### src/rtl/dma_trigger_gate.sv
module dma_trigger_gate #(
  parameter int SEL_W    = 7,
  parameter int CODE_MAX = 4,
  parameter int PEND_W   = 4,
  localparam int NREQ    = 1 << SEL_W,
  localparam int CNT_W   = CODE_MAX + 1
) (
  input  logic             clk,
  input  logic             rst_n,
  input  logic             enable,
  input  logic             sync_mode,
  input  logic             sw_mode,
  input  logic [SEL_W-1:0] req_sel,
  input  logic [NREQ-1:0]  hw_req,
  input  logic             sw_req,
  input  logic [2:0]       chunk_code,
  input  logic             dir_m2p_in,
  input  logic             item_ack,
  output logic             grant,
  output logic             busy,
  output logic [CNT_W-1:0] chunk_items,
  output logic             dir_m2p,
  output logic             chunk_done
);

  localparam logic [PEND_W:0] PEND_MAX = (PEND_W+1)'((1 << PEND_W) - 1);

  logic [PEND_W-1:0] pend;
  logic [CNT_W-1:0]  remain;
  logic [CNT_W-1:0]  size;
  logic [PEND_W:0]   pend_sum;
  logic              src, trig, start, last;

  assign src   = sw_mode ? sw_req : hw_req[req_sel];
  assign trig  = sync_mode ? (src || pend != '0) : 1'b1;
  assign start = enable && !busy && trig;
  assign last  = busy && item_ack && remain == CNT_W'(1);
  assign size  = (int'(chunk_code) <= CODE_MAX) ? (CNT_W'(1) << chunk_code) : CNT_W'(1);

  assign pend_sum = (PEND_W+1)'(pend) + (PEND_W+1)'(src) - (PEND_W+1)'(start);

  always_ff @(posedge clk or negedge rst_n) begin
    if (!rst_n) begin
      grant       <= 1'b0;
      busy        <= 1'b0;
      chunk_done  <= 1'b0;
      chunk_items <= '0;
      dir_m2p     <= 1'b0;
      remain      <= '0;
      pend        <= '0;
    end else if (!enable) begin
      grant      <= 1'b0;
      busy       <= 1'b0;
      chunk_done <= 1'b0;
      remain     <= '0;
      pend       <= '0;
    end else begin
      grant      <= start;
      chunk_done <= last;
      if (start) begin
        busy        <= 1'b1;
        remain      <= size;
        chunk_items <= size;
        dir_m2p     <= dir_m2p_in;
      end else if (busy && item_ack) begin
        remain <= remain - CNT_W'(1);
        if (last) busy <= 1'b0;
      end
      if (!sync_mode)
        pend <= '0;
      else if (pend_sum > PEND_MAX)
        pend <= PEND_MAX[PEND_W-1:0];
      else
        pend <= pend_sum[PEND_W-1:0];
    end
  end

endmodule

### config.mk
export PLATFORM = sky130hd
export DESIGN_NAME = dma_trigger_gate
export DESIGN_NICKNAME = d
export VERILOG_FILES = /design/src/rtl/dma_trigger_gate.sv
export SDC_FILE = /design/constraint.sdc
export NUM_CORES = 1
export LEC_CHECK = 0
export BUFFER_PORTS_ARGS = -buffer_cell sky130_fd_sc_hd__buf_2
export CORE_ASPECT_RATIO = 0.9
export CORE_UTILIZATION = 46
export CTS_BUF_LIST = sky130_fd_sc_hd__clkbuf_8 sky130_fd_sc_hd__clkbuf_16
export CTS_CLUSTER_SIZE = 10
export DETAILED_ROUTE_END_ITERATION = 10
export HOLD_SLACK_MARGIN = 0.08
export PLACE_DENSITY = 0.92
export SLEW_MARGIN = 25
export SYNTH_ARGS = -nofsm -noshare
export SYNTH_HDL_FRONTEND = slang
export SYNTH_SLANG_ARGS = --single-unit
export TNS_END_PERCENT = 1
### constraint.sdc
create_clock -name clk -period 5.5 [get_ports clk]
set_input_delay 0 -clock clk [delete_from_list [all_inputs] [get_ports clk]]
set_output_delay 0 -clock clk [all_outputs]
set_load 0.02 [all_outputs]
Word level (Yosys, flattened, before mapping)
Index checks and enable logic that the tools add are counted.

word-level totals
  input port bits = 146
  register bits = 18
  logic and storage cells = 43

operators by class
  add/sub/neg operators = 3
  multiplexer cells = 17
  shift-type cells = 1
  $lt $le $gt $ge = 3
  equality and inequality tests = 3
  reductions and logical operators = 9

operator list
  operator             number
  $mux 5               4
  $mux 4               3
  $mux 1               9
  $lt 7x8->1 const B   1
  $bmux 1 s7           1
  $ne 3x1->1 const B   2
  $add 4x1->5          1
  $eq 5x1->1 const B   1
  $gt 5x4->1 const B   1
  $shl 1x3->5 const A  1
  $sub 5x1->5          1
  $sub 5x1->5 const B  1
  $logic_and 1x1->1    4
  $reduce_and 2->1     2
  $reduce_bool 4->1    1
  $le 3x3->1 const B   1
  $logic_not 1->1      1
  $logic_or 1x1->1     1

Longest topological paths before layout
  depth in word-level cells = 11
  mapped depth = 23
  depth with buffers taken out = 18

Least setup slack after synthesis
No wires, ideal clock.

  path kind = input port to flip-flop
  start = input req_sel[0]
  end = register pend[0]
  buffers on the path = 3
  path slack = 1.938 ns
  arrival = 3.431 ns
  stages on the path = 21
  required time = 5.369 ns
  path through = buf_6 > buf_12 > mux4_2 > mux4_2 > nor4b_2 > nor3_1 > a21oi_2 > or3_1 > buf_6 > inv_6 > ha_1 > inv_1 > ha_1 > inv_1 > fa_1 > inv_1 > a21oi_1 > nor2_1 > nor2_1 > xnor2_1 > a21oi_1

between the ends
  word-level cells in the longest chain between the ends = 11
  elaborated cells on any way between the ends = 12
  classes of those cells = 2 x add/sub; 1 x order compare; 7 x mux; 2 x reduce/logical

ends and longest elaborated chain
  element                                                              line  RTL
  start: declaration                                                   13    input logic [SEL_W-1:0] req_sel,
  $bmux 1 s7 (*)                                                       34    assign src = sw_mode ? sw_req : hw_req[req_sel];
  $mux 1 (implied by the code) (*)                                     34
  $mux 1 (*)                                                           34
  parallel branches: the longest is 3 deep, another holds $add 4x1->5  n/a
  $sub 5x1->5 (*)                                                      40    assign pend_sum = (PEND_W+1)'(pend) + (PEND_W+1)'(src) - (PEND_W+1)'(start);
  $gt 5x4->1                                                           71    else if (pend_sum > PEND_MAX)
  $mux 4 (*)                                                           71
  $mux 4 (*)                                                           69    if (!sync_mode)
  $mux 4 (*)                                                           51    end else if (!enable) begin
  end signal: assignment                                               72    pend <= PEND_MAX[PEND_W-1:0];
  end signal: assignment                                               74    pend <= pend_sum[PEND_W-1:0];
  end: declaration                                                     28    logic [PEND_W-1:0] pend;

Mark *: on every way between the ends. The select of a mux whose other input is x is not followed.
A chain may end at the register's enable or synchronous reset.

Worst setup path in the final report
  start = input req_sel[1]
  end = register pend[0]

The elaborated chain is that of the path after synthesis.

==> flow_summary.toml <==
[clock_tree]
tritoncts = "done"
clock_latency_ns = 0.26
cts_buffers = 3
post-cts-setup-buffers = 0
cts_max_level = 1
clockBufferDepth = 2
cts_num_sinks = 18
clkTransAtPathRegs_ns = 0.07
cts_root_buffer = "clkbuf_8"

[synth]
synthCells = 209
syn_nets = 366
yosysUniqueCellTypes = 50
synth_seq_area_share_pct = 19.6
synth_edf_count = 0
synthFlopType = "dfrtp_1"
async_flop_share_pct = 100
yosysWarnings = 0
ys_seq_elements = 18
synth_area_per_cell_um2 = 11.0
synth_area_mm2 = 0.00230

[drt]
vias = 2315
drt_iter0_markers = 103
drc_errors = 0
wl_um = 6680
first_pass_iters = 4
ant_nets = 0
viasPerCell = 5.47
wl_per_cell_um = 15.8

[timing]
fin_crit_ns = 4.39
finalClockSkew_ns = 0.00318
hold_viol = 0
slew_viol_final = 0
setup_viol = 0
max_freq_mhz = 228
rsz0062_at_grt = "false"
relSlewSlack_pct = 61.5
max_slew.worst_pin.slew_ns = 0.577
fin_tns_setup_ns = 0
finalCritPeriodShare_pct = 79.8

[placement]
io_buffers = 154
dpl.hpwl_um = 5680
place.gp.congestion = 0.823

[worst_setup_path]
worst-path-max-fanout = 24
slowest_stage = "or3_1"
startpoint = "req_sel[1]"
path_cells = "buf_2, buf_4, mux4_2, nor2b_1, o311ai_1, o221ai_1, nor4_1, or3_1, inv_6, ha_1, inv_1, ha_1, inv_1, fa_1, inv_1, a21oi_1, nor2_1, nor2_1, xnor2_1, a21oi_1"
critical_path_class = "input pin to register"
end_kind = "register"
cp.required_ns = 5.63
slowest_delay_ns = 0.54
startpoint_type = "input pin"
crit_top_cell = "inv_1"
r2r-start = "pend[2]"
cp.arrival_ns = 4.52

[die]
core_region_area_mm2 = 0.00483
fp-row-count = 24
dieWidth_um = 76.5
die_h_um = 69.0
die-area_mm2 = 0.00528
num_io_pins = 155
start_util_pct = 47.5

[flow_run]
drv_cap = 0

[grt]
track_usage_pct = 26.5
grt_pass1_vias = 2454
grt_max_degree = 25
grt_overflow = 0
antenna_found_initial = 0
grt_pass1_wl_um = 11000

[power_and_ir_drop]
power.density_mw_per_mm2 = 242
ir_worst_vdd_uv = 146
power_leakage_nw = 1.61

[final_layout]
num-fill-cells = 398
layout-drive-gt1-share_pct = 52.8
antenna_cells = 0
area_growth_pct = 36.2
seq_area_um2 = 450
final_util_pct = 64.7
multi_input_area_mm2 = 0.00166
final_nets = 517

[run_status]
status = "finished clean"

[min_path]
min_from = "chunk_code[0]"
hold_path.class = "input pin to register"
## registers in the layout (all words and copies together), names as in the netlist
signal and count:
chunk_items 5, remain 5, pend 4, busy 1, chunk_done 1, dir_m2p 1
grant 1
## through the flow
step                      instance area [um2]  worst slack, ns  hold WS (ns)  total power, W  cells
final                                    3130             1.11        0.0832        0.000755    423
after global routing                     3130            0.769        0.0949        0.000818    423
after CTS                                3130             1.10        0.0858        0.000757    423
after detailed placement                 3060            0.899       -0.0498        0.000658    417
after global placement                   3060             1.07       -0.0627        0.000637    417
after floorplan                          2300             1.94        -0.296        0.000526    209
## cells in the final DEF, fill, tap and decap left out, drive strengths merged, types with 2 or more instances in the layout
cell type and n:
or3 2, ha 10, inv 19, nand2b 3
o31ai 2, nand3b 2, nor3 6, o211ai 2
mux2i 21, and3 2, nor2 8, nor4b 3
xnor2 5, mux2 7, o21ai 4, a2111oi 3
a21oi 8, xor2 2, a22o 2, dfrtp 18
nor2b 7, nand3 3, clkbuf 3, mux4 27
dlygate4sd3 3, nor4 4, nand2 13, buf 156
## critical path: cells and delay by family
family | cells | cell delay [ns]
AO/OA/AOI/OAI | 4 | 0.71
XOR/XNOR | 1 | 0.31
adder cells (fa/ha/maj) | 3 | 0.83
buffers and inverters | 6 | 1.07
multiplexers | 1 | 0.31
AND/OR/NAND/NOR | 5 | 1.26
## Yosys cell counts, types with 3 or more instances
library cell   n  area (um2)
a2111oi_0      3        26.3
a21oi_1        7        35.0
buf_2          4        20.0
buf_6          4        45.0
dfrtp_1       18         450
ha_1          10         125
inv_1         18        67.6
mux2_4         4        60.1
mux2i_1       21         210
mux4_1         8         210
mux4_2        19         428
nand2_1       13        48.8
nand2b_1       3        18.8
nand3_1        3        15.0
nor2_1         8        30.0
nor2b_1        7        43.8
nor3_1         6        30.0
nor4_1         4        25.0
o21ai_0        3        15.0
xnor2_1        5        43.8
## power breakdown
part	total [W]	internal (W)	leakage, nW	switching (W)
sequential	0.000210	0.000175	0.237	0.0000346
clock	0.0000935	0.0000488	0.0216	0.0000447
combinational	0.000452	0.000223	1.35	0.000229
total	0.000755	0.000447	1.61	0.000308
## repair_timing
item	in CTS	in global routing
endpoints found under the hold margin	23	0
hold buffers	3	0
gates resized for setup	0	0
endpoints found under the setup margin	0	0
## kinds of logic after synthesis
group | synth area share (%)
flops | 19.6
mux | 41.0
simple gates | 12.9
xor+xnor | 2.67
buf+inv | 8.01
compound gates | 9.43
fa+ha+maj | 6.32
## worst paths after layout
| path | endpoint | slack [ns] | cells after the start |
|---|---|---|---|
| min reg2reg | dir_m2p | 0.51 | 1 |
| min | remain[3] | 0.08 | 3 |
| max reg2reg | pend[0] | 1.78 | 18 |
| max | pend[0] | 1.11 | 20 |
| max in group asynchronous | pend[2] | 5.00 | 2 |
| min in group asynchronous | chunk_items[2] | 0.21 | 2 |
## metal layers
metal	global-route usage (%)	part of all wire [%]
met5	0	0
met2	51.9	57
met4	10.7	2.7
met3	4.11	4.7
met1	27.8	36
## final cells by class
cell class | instances | area share, %
flip-flops and latches | 18 | 14.4
inverters | 19 | 2.44
repair buffers | 159 | 26.1
multi-input cells | 159 | 53.1
clock buffers | 3 | 1.32
well taps | 65 | 2.60
Note: power is estimated with default switching activity, not from simulation.
